--- src/rtl/baud_div_pkg.sv ---
package baud_div_pkg;

    typedef enum logic [2:0] {
        SEL_DIV_LO,
        SEL_DIV_HI,
        SEL_LINE,
        SEL_SCRATCH,
        SEL_EXTERNAL
    } reg_sel_e;

    typedef enum logic {
        ST_PRIME,
        ST_RUN
    } tick_state_e;

endpackage

--- src/rtl/baud_access_decode.sv ---
module baud_access_decode
    import baud_div_pkg::*;
#(
    parameter int unsigned         ADDR_W    = 3,
    parameter int unsigned         DATA_W    = 8,
    parameter logic [ADDR_W-1:0]   DLL_OFF   = 3'd0,
    parameter logic [ADDR_W-1:0]   DLM_OFF   = 3'd1,
    parameter logic [ADDR_W-1:0]   LCR_OFF   = 3'd3,
    parameter logic [ADDR_W-1:0]   SCR_OFF   = 3'd7,
    parameter int unsigned         GATE_BIT  = 7,
    parameter logic [DATA_W-1:0]   LOCK_CODE = 8'hBF
) (
    input  logic [ADDR_W-1:0] addr,
    input  logic [DATA_W-1:0] line_ctl,
    input  logic              rd,
    input  logic              wr,
    output reg_sel_e          sel,
    output logic              ext_rd,
    output logic              ext_wr
);

    logic gate_open;

    // divisor bytes are visible only with the gate bit set and not the lock code
    always_comb begin
        gate_open = line_ctl[GATE_BIT] && (line_ctl != LOCK_CODE);
        if (gate_open && addr == DLL_OFF) begin
            sel = SEL_DIV_LO;
        end else if (gate_open && addr == DLM_OFF) begin
            sel = SEL_DIV_HI;
        end else if (addr == LCR_OFF) begin
            sel = SEL_LINE;
        end else if (addr == SCR_OFF) begin
            sel = SEL_SCRATCH;
        end else begin
            sel = SEL_EXTERNAL;
        end
    end

    always_comb begin
        ext_rd = rd && (sel == SEL_EXTERNAL);
        ext_wr = wr && (sel == SEL_EXTERNAL);
    end

endmodule

--- src/rtl/baud_regbank.sv ---
module baud_regbank
    import baud_div_pkg::*;
#(
    parameter int unsigned       DATA_W  = 8,
    parameter logic [DATA_W-1:0] LCR_RST = 8'h00,
    parameter logic [DATA_W-1:0] SCR_RST = 8'hFF,
    localparam int unsigned      DIV_W   = 2 * DATA_W
) (
    input  logic              clk,
    input  logic              rst_n,
    input  logic              wr_en,
    input  reg_sel_e          sel,
    input  logic [DATA_W-1:0] wdata,
    output logic [DATA_W-1:0] dll_q,
    output logic [DATA_W-1:0] dlm_q,
    output logic [DATA_W-1:0] lcr_q,
    output logic [DATA_W-1:0] scr_q,
    output logic              div_load,
    output logic [DIV_W-1:0]  div_next
);

    // control bytes follow master reset
    always_ff @(posedge clk or negedge rst_n) begin
        if (!rst_n) begin
            lcr_q <= LCR_RST;
            scr_q <= SCR_RST;
        end else if (wr_en) begin
            if (sel == SEL_LINE)    lcr_q <= wdata;
            if (sel == SEL_SCRATCH) scr_q <= wdata;
        end
    end

    // divisor bytes deliberately ignore master reset
    always_ff @(posedge clk) begin
        if (wr_en && sel == SEL_DIV_LO) dll_q <= wdata;
        if (wr_en && sel == SEL_DIV_HI) dlm_q <= wdata;
    end

    // combined divisor as it will be after this write, for the counter reload
    always_comb begin
        div_load = wr_en && (sel == SEL_DIV_LO || sel == SEL_DIV_HI);
        div_next = (sel == SEL_DIV_LO) ? {dlm_q, wdata} : {wdata, dll_q};
    end

endmodule

--- src/rtl/baud_tick_counter.sv ---
module baud_tick_counter
    import baud_div_pkg::*;
#(
    parameter int unsigned  DIV_W = 16,
    localparam int unsigned CNT_W = DIV_W + 1
) (
    input  logic             clk,
    input  logic             rst_n,
    input  logic             clk_en,
    input  logic             load,
    input  logic [DIV_W-1:0] load_div,
    input  logic [DIV_W-1:0] cur_div,
    output logic             tick
);

    tick_state_e      state_q, state_d;
    logic [CNT_W-1:0] cnt_q;

    // zero divisor stands for the full 2**DIV_W range
    function automatic logic [CNT_W-1:0] span(input logic [DIV_W-1:0] d);
        return (d == '0) ? (CNT_W'(1) << DIV_W) : {1'b0, d};
    endfunction

    always_comb begin
        unique case (state_q)
            ST_PRIME: state_d = ST_RUN;
            ST_RUN:   state_d = ST_RUN;
        endcase
    end

    always_ff @(posedge clk or negedge rst_n) begin
        if (!rst_n) state_q <= ST_PRIME;
        else        state_q <= state_d;
    end

    always_ff @(posedge clk or negedge rst_n) begin
        if (!rst_n) begin
            cnt_q <= '0;
        end else begin
            unique case (state_q)
                ST_PRIME: cnt_q <= load ? span(load_div) : span(cur_div);
                ST_RUN: begin
                    if (load) begin
                        cnt_q <= span(load_div);
                    end else if (clk_en) begin
                        if (cnt_q == CNT_W'(1)) cnt_q <= span(cur_div);
                        else                     cnt_q <= cnt_q - CNT_W'(1);
                    end
                end
            endcase
        end
    end

    always_comb begin
        unique case (state_q)
            ST_PRIME: tick = 1'b0;
            ST_RUN:   tick = clk_en && !load && (cnt_q == CNT_W'(1));
        endcase
    end

    assert_cnt_live_R3: assert property (@(posedge clk) disable iff (!rst_n)
        (state_q == ST_RUN) |-> (cnt_q != '0));

    assert_tick_pulse_R4: assert property (@(posedge clk) disable iff (!rst_n)
        (tick && cur_div != DIV_W'(1)) |=> !tick);

    assert_reload_quiet_R2: assert property (@(posedge clk) disable iff (!rst_n)
        (load && load_div != DIV_W'(1)) |=> !tick);

endmodule

--- src/rtl/baud_divisor_unit.sv ---
module baud_divisor_unit
    import baud_div_pkg::*;
#(
    parameter int unsigned       DATA_W    = 8,
    parameter int unsigned       ADDR_W    = 3,
    parameter logic [ADDR_W-1:0] DLL_OFF   = 3'd0,
    parameter logic [ADDR_W-1:0] DLM_OFF   = 3'd1,
    parameter logic [ADDR_W-1:0] LCR_OFF   = 3'd3,
    parameter logic [ADDR_W-1:0] SCR_OFF   = 3'd7,
    parameter int unsigned       GATE_BIT  = 7,
    parameter logic [DATA_W-1:0] LOCK_CODE = 8'hBF,
    parameter logic [DATA_W-1:0] LCR_RST   = 8'h00,
    parameter logic [DATA_W-1:0] SCR_RST   = 8'hFF
) (
    input  logic              clk,
    input  logic              rst_n,
    input  logic [ADDR_W-1:0] reg_addr,
    input  logic [DATA_W-1:0] reg_wdata,
    input  logic              reg_wr,
    input  logic              reg_rd,
    output logic [DATA_W-1:0] reg_rdata,
    output logic [ADDR_W-1:0] ext_addr,
    output logic [DATA_W-1:0] ext_wdata,
    output logic              ext_wr,
    output logic              ext_rd,
    input  logic [DATA_W-1:0] ext_rdata,
    input  logic              baud_clk_en,
    input  logic              presc_sel_in,
    output logic              presc_sel_out,
    output logic              baud_tick
);

    localparam int unsigned DIV_W = 2 * DATA_W;

    reg_sel_e          sel;
    logic [DATA_W-1:0] dll_q, dlm_q, lcr_q, scr_q;
    logic              div_load;
    logic [DIV_W-1:0]  div_next;
    logic [DIV_W-1:0]  divisor;

    baud_access_decode #(
        .ADDR_W(ADDR_W), .DATA_W(DATA_W),
        .DLL_OFF(DLL_OFF), .DLM_OFF(DLM_OFF), .LCR_OFF(LCR_OFF), .SCR_OFF(SCR_OFF),
        .GATE_BIT(GATE_BIT), .LOCK_CODE(LOCK_CODE)
    ) decode_i (
        .addr(reg_addr), .line_ctl(lcr_q), .rd(reg_rd), .wr(reg_wr),
        .sel(sel), .ext_rd(ext_rd), .ext_wr(ext_wr)
    );

    baud_regbank #(
        .DATA_W(DATA_W), .LCR_RST(LCR_RST), .SCR_RST(SCR_RST)
    ) regs_i (
        .clk(clk), .rst_n(rst_n), .wr_en(reg_wr), .sel(sel), .wdata(reg_wdata),
        .dll_q(dll_q), .dlm_q(dlm_q), .lcr_q(lcr_q), .scr_q(scr_q),
        .div_load(div_load), .div_next(div_next)
    );

    assign divisor = {dlm_q, dll_q};

    baud_tick_counter #(
        .DIV_W(DIV_W)
    ) counter_i (
        .clk(clk), .rst_n(rst_n), .clk_en(baud_clk_en), .load(div_load),
        .load_div(div_next), .cur_div(divisor), .tick(baud_tick)
    );

    always_comb begin
        ext_addr      = reg_addr;
        ext_wdata     = reg_wdata;
        presc_sel_out = presc_sel_in;
        unique case (sel)
            SEL_DIV_LO:   reg_rdata = dll_q;
            SEL_DIV_HI:   reg_rdata = dlm_q;
            SEL_LINE:     reg_rdata = lcr_q;
            SEL_SCRATCH:  reg_rdata = scr_q;
            SEL_EXTERNAL: reg_rdata = ext_rdata;
            default:      reg_rdata = ext_rdata;
        endcase
    end

    assert_div_locked_R6: assert property (@(posedge clk) disable iff (!rst_n)
        (reg_wr && (reg_addr == DLL_OFF || reg_addr == DLM_OFF)
            && (!lcr_q[GATE_BIT] || lcr_q == LOCK_CODE)) |=> $stable(divisor));

    assert_ext_route_R7: assert property (@(posedge clk) disable iff (!rst_n)
        (reg_wr && reg_addr != DLL_OFF && reg_addr != DLM_OFF
            && reg_addr != LCR_OFF && reg_addr != SCR_OFF) |-> ext_wr);

endmodule

--- config.mk ---
export PLATFORM = sky130hd
export DESIGN_NAME = baud_divisor_unit
export DESIGN_NICKNAME = d
export VERILOG_FILES = /design/src/rtl/baud_div_pkg.sv /design/src/rtl/baud_access_decode.sv /design/src/rtl/baud_regbank.sv /design/src/rtl/baud_tick_counter.sv /design/src/rtl/baud_divisor_unit.sv
export SDC_FILE = /design/constraint.sdc
export NUM_CORES = 1
export LEC_CHECK = 0
export BUFFER_PORTS_ARGS = -buffer_cell sky130_fd_sc_hd__buf_4
export CAP_MARGIN = 20
export CELL_PAD_IN_SITES_DETAIL_PLACEMENT = 0
export CELL_PAD_IN_SITES_GLOBAL_PLACEMENT = 1
export CORE_AREA = 2 2 111 102
export DETAILED_ROUTE_END_ITERATION = 10
export DIE_AREA = 0 0 113 104
export HOLD_SLACK_MARGIN = 0.08
export PLACE_DENSITY = 0.6
export SYNTH_ARGS = -nofsm -noshare
export SYNTH_HDL_FRONTEND = slang
export SYNTH_SLANG_ARGS = --single-unit
--- constraint.sdc ---
create_clock -name clk -period 2.55 [get_ports clk]
set_input_delay 0.1275 -clock clk [delete_from_list [all_inputs] [get_ports clk]]
set_output_delay 0.1275 -clock clk [all_outputs]
set_load 0.05 [all_outputs]
==> metrics.txt <==
H-tree level count 2; Synth Net Count 339; total congestion overflow 0; Leakage 0.00144 uW; Worst Hold Class in -> reg; Crit Path Category reg -> out; Arr. time, crit path 2210 ps; CP Capture Type output pin; worst hold start reg_wdata[3]; area share of the largest cell type after synthesis 20.8%; WHS Path Cells 1; DR iter-0 viols 180; Critical Path Most Common Cell buf_4; routed wire length per instance 20.4 um; Register-to-Register Path Depth 6; synthesized cell area 3130 um^2; num rows 36; detailed-route via count 2693; VDD IR max 0.259 mV; R2R setup slack 340 ps; Max Fclk 427 MHz; first-pass GRT wire length 15.6 mm; Layout area overhead 18.5%; crit path max fanout 10; ys async rst share 68.0%; Ant. Diodes 0; Antenna Nets Post-Route 0; initial antenna violation count 0; CP Cell Sequence nand3b_1 > o21ai_2 > nor2_1 > buf_4 > a221oi_1 > a21oi_1 > buf_4; Slew Limit Fails 0; die span in x 113 um; P per Cell Area 632 nW/um^2; Synth warnings 0; Distinct cells, synth 62; largest cells by area after synthesis dfrtp_1 21%, edfxtp_1 15%, mux2_2 7.2%; Longest Clk Path Bufs 2; dpl hpwl 7.27 mm; worst-margin pin slew 574 ps; Worst Hold End regs_i.dll_q[3]$_DFFE_PP_; Core Footprint 10600 um^2; Clock Latency Late Sink 300 ps; RSZ-0062 raised after global routing no; min Tclk post-route 2340 ps; Reg-to-Reg End counter_i.cnt_q[1]$_DFFE_PN0P_; maximum capacitance violations 0; root buffer cell clkbuf_16; die height 104 um; Die ar. 11800 um^2; nets@finish 377; Port Buffers 45; syn_area_per_cell 10.0 um^2; cts bufs inserted 5; Util after Layout 34.9%; #FFs+latches synth 50; Total Wirelength 9.89 mm; number of synthesized flops with an enable pin 16; CP startpoint kind register; Setup violations, final 0; failing checks design-rule violations; slowest CP cell dfrtp_1; Global Route Usage Sum 17.1%; Clock Skew 5.35 ps; largest net degree at the start of global routing 35; worst path required time 2420 ps; Synth Instances 312; clk slew on worst S/H paths 70 ps; status complete, but fails checks; period utilization 91.8%; RR Startpoint regs_i.lcr_q[6]$_DFFE_PN0P_; Synth Flop Type dfrtp_1; vias in the first global route 2633; initial cell density of the core 29.5%; TritonCTS clock tree built; final hold violation count 0; CP peak stage delay 390 ps; sequential fraction of the synthesis area 42.8%; via density per instance 5.56; ratio of cells with drive above 1 in the final layout 29.3%; I/O Pins 48; Setup Total Neg Slack 0 ps; # DRC 4; clock sinks 50; routability cong. 0.817; relative slew slack 61.6%; Synth area leader dfrtp_1; DR pass1 iterations 7
## repair_timing
item	4_1_cts	5_1_grt
hold buffers	1	0
endpoints found under the setup margin	7	8
endpoints found under the hold margin	26	0
setup buffers	0	0
gates resized for setup	1	1
## per-layer routing
layer  wire [um]  global-route usage (%)  vias to the layer above
met1        4580                    25.7                     1314
met3         636                    2.68                       12
met5           0                       0                        -
met2        4520                    25.5                      106
met4         156                    4.09                        0
li1            -                       -                     1261
## power breakdown
group	switching, uW	internal (uW)	total, uW
Sequential	102	945	1050
Clock	337	374	710
Combinational	351	241	592
## worst max-delay path by stage
stage	slack [ps]	to	start
3_3_place_gp	190	reg_rdata[6]	regs_i.lcr_q[6]$_DFFE_PN0P_
2_1_floorplan	360	reg_rdata[0]	regs_i.lcr_q[6]$_DFFE_PN0P_
5_1_grt	60	reg_rdata[0]	regs_i.lcr_q[6]$_DFFE_PN0P_
6_report	210	reg_rdata[6]	regs_i.lcr_q[6]$_DFFE_PN0P_
3_5_place_dp	260	reg_rdata[6]	regs_i.lcr_q[6]$_DFFE_PN0P_
4_1_cts	130	reg_rdata[6]	regs_i.lcr_q[6]$_DFFE_PN0P_
## layout make-up
class / instances / area (um^2)
Fill cell: 1085 / 6920
Multi-Input combinational cell: 230 / 1600
Sequential cell: 50 / 1340
Timing Repair Buffer: 57 / 430
Tap cell: 133 / 166
Clock buffer: 5 / 125
Clock inverter: 3 / 26.3
Inverter: 6 / 22.5
## registers in the layout (all words and copies together) (netlist names)
name	count
counter_i.cnt_q	17
regs_i.dll_q	8
regs_i.dlm_q	8
regs_i.lcr_q	8
regs_i.scr_q	8
counter_i.state_q	1
## per-stage QoR
stage	std cells	power (uW)	instance area, um^2	setup WS, ps	hold slack, ps
global route	484	2470	3710	57.2	85.6
global placement	475	1650	3550	190	123
floorplan	312	1450	3130	359	-168
detailed placement	475	1650	3550	264	128
finish	484	2350	3710	209	86.7
CTS	484	2360	3710	126	86.9
## critical path: cells and delay by family, from the launching register on
kind | cells | cell delay, ps
flops | 1 | 390
buf+inv | 2 | 390
simple gates | 2 | 330
compound gates | 3 | 790
## cells by family (layout without fill, tap and decap cells)
family,count (synthesis),in the layout,share of synthesized area [%]
AND/OR/NAND/NOR,119,119,19.8
flip-flops,50,50,42.8
AO/OA/AOI/OAI,67,67,16.7
XOR/XNOR,9,9,2.52
buffers and inverters,32,71,6.19
other,1,1,0.120
multiplexers,32,32,11.0
adder cells (fa/ha/maj),2,2,0.798
## placed cells by master, fill, tap and decap left out, types with 3 or more instances in the layout
| cell | count |
|---|---|
| a21oi_1 | 13 |
| a221oi_1 | 9 |
| a22oi_1 | 3 |
| buf_4 | 56 |
| clkbuf_16 | 5 |
| dfrtp_1 | 26 |
| dfstp_2 | 8 |
| edfxtp_1 | 16 |
| inv_1 | 6 |
| mux2_2 | 20 |
| mux2i_1 | 12 |
| nand2_1 | 29 |
| nand3_1 | 7 |
| nand3b_1 | 3 |
| nand4_1 | 6 |
| nand4b_1 | 3 |
| nor2_1 | 31 |
| nor3_1 | 15 |
| nor3b_1 | 3 |
| nor4_1 | 7 |
| o21ai_0 | 3 |
| o31ai_1 | 7 |
| o32ai_1 | 6 |
| or4_1 | 3 |
| xnor2_1 | 6 |
| xor2_1 | 3 |
## cells in the mapped netlist (2+ instances only)
library cell  number
nor2_1            31
nand2_1           29
dfrtp_1           26
mux2_2            20
edfxtp_1          16
buf_4             15
nor3_1            15
a21oi_1           13
mux2i_1           12
a221oi_1           9
dfstp_2            8
clkbuf_1           7
nand3_1            7
nor4_1             7
o31ai_1            7
inv_1              6
nand4_1            6
o32ai_1            6
xnor2_1            6
o21ai_0            4
a22oi_1            3
nand3b_1           3
nand4b_1           3
nor3b_1            3
or4_1              3
xor2_1             3
buf_2              2
buf_6              2
ha_1               2
nor3_2             2
o211ai_1           2
o21a_1             2
o221ai_1           2
o22ai_1            2
(Power assumes the default switching activity.)
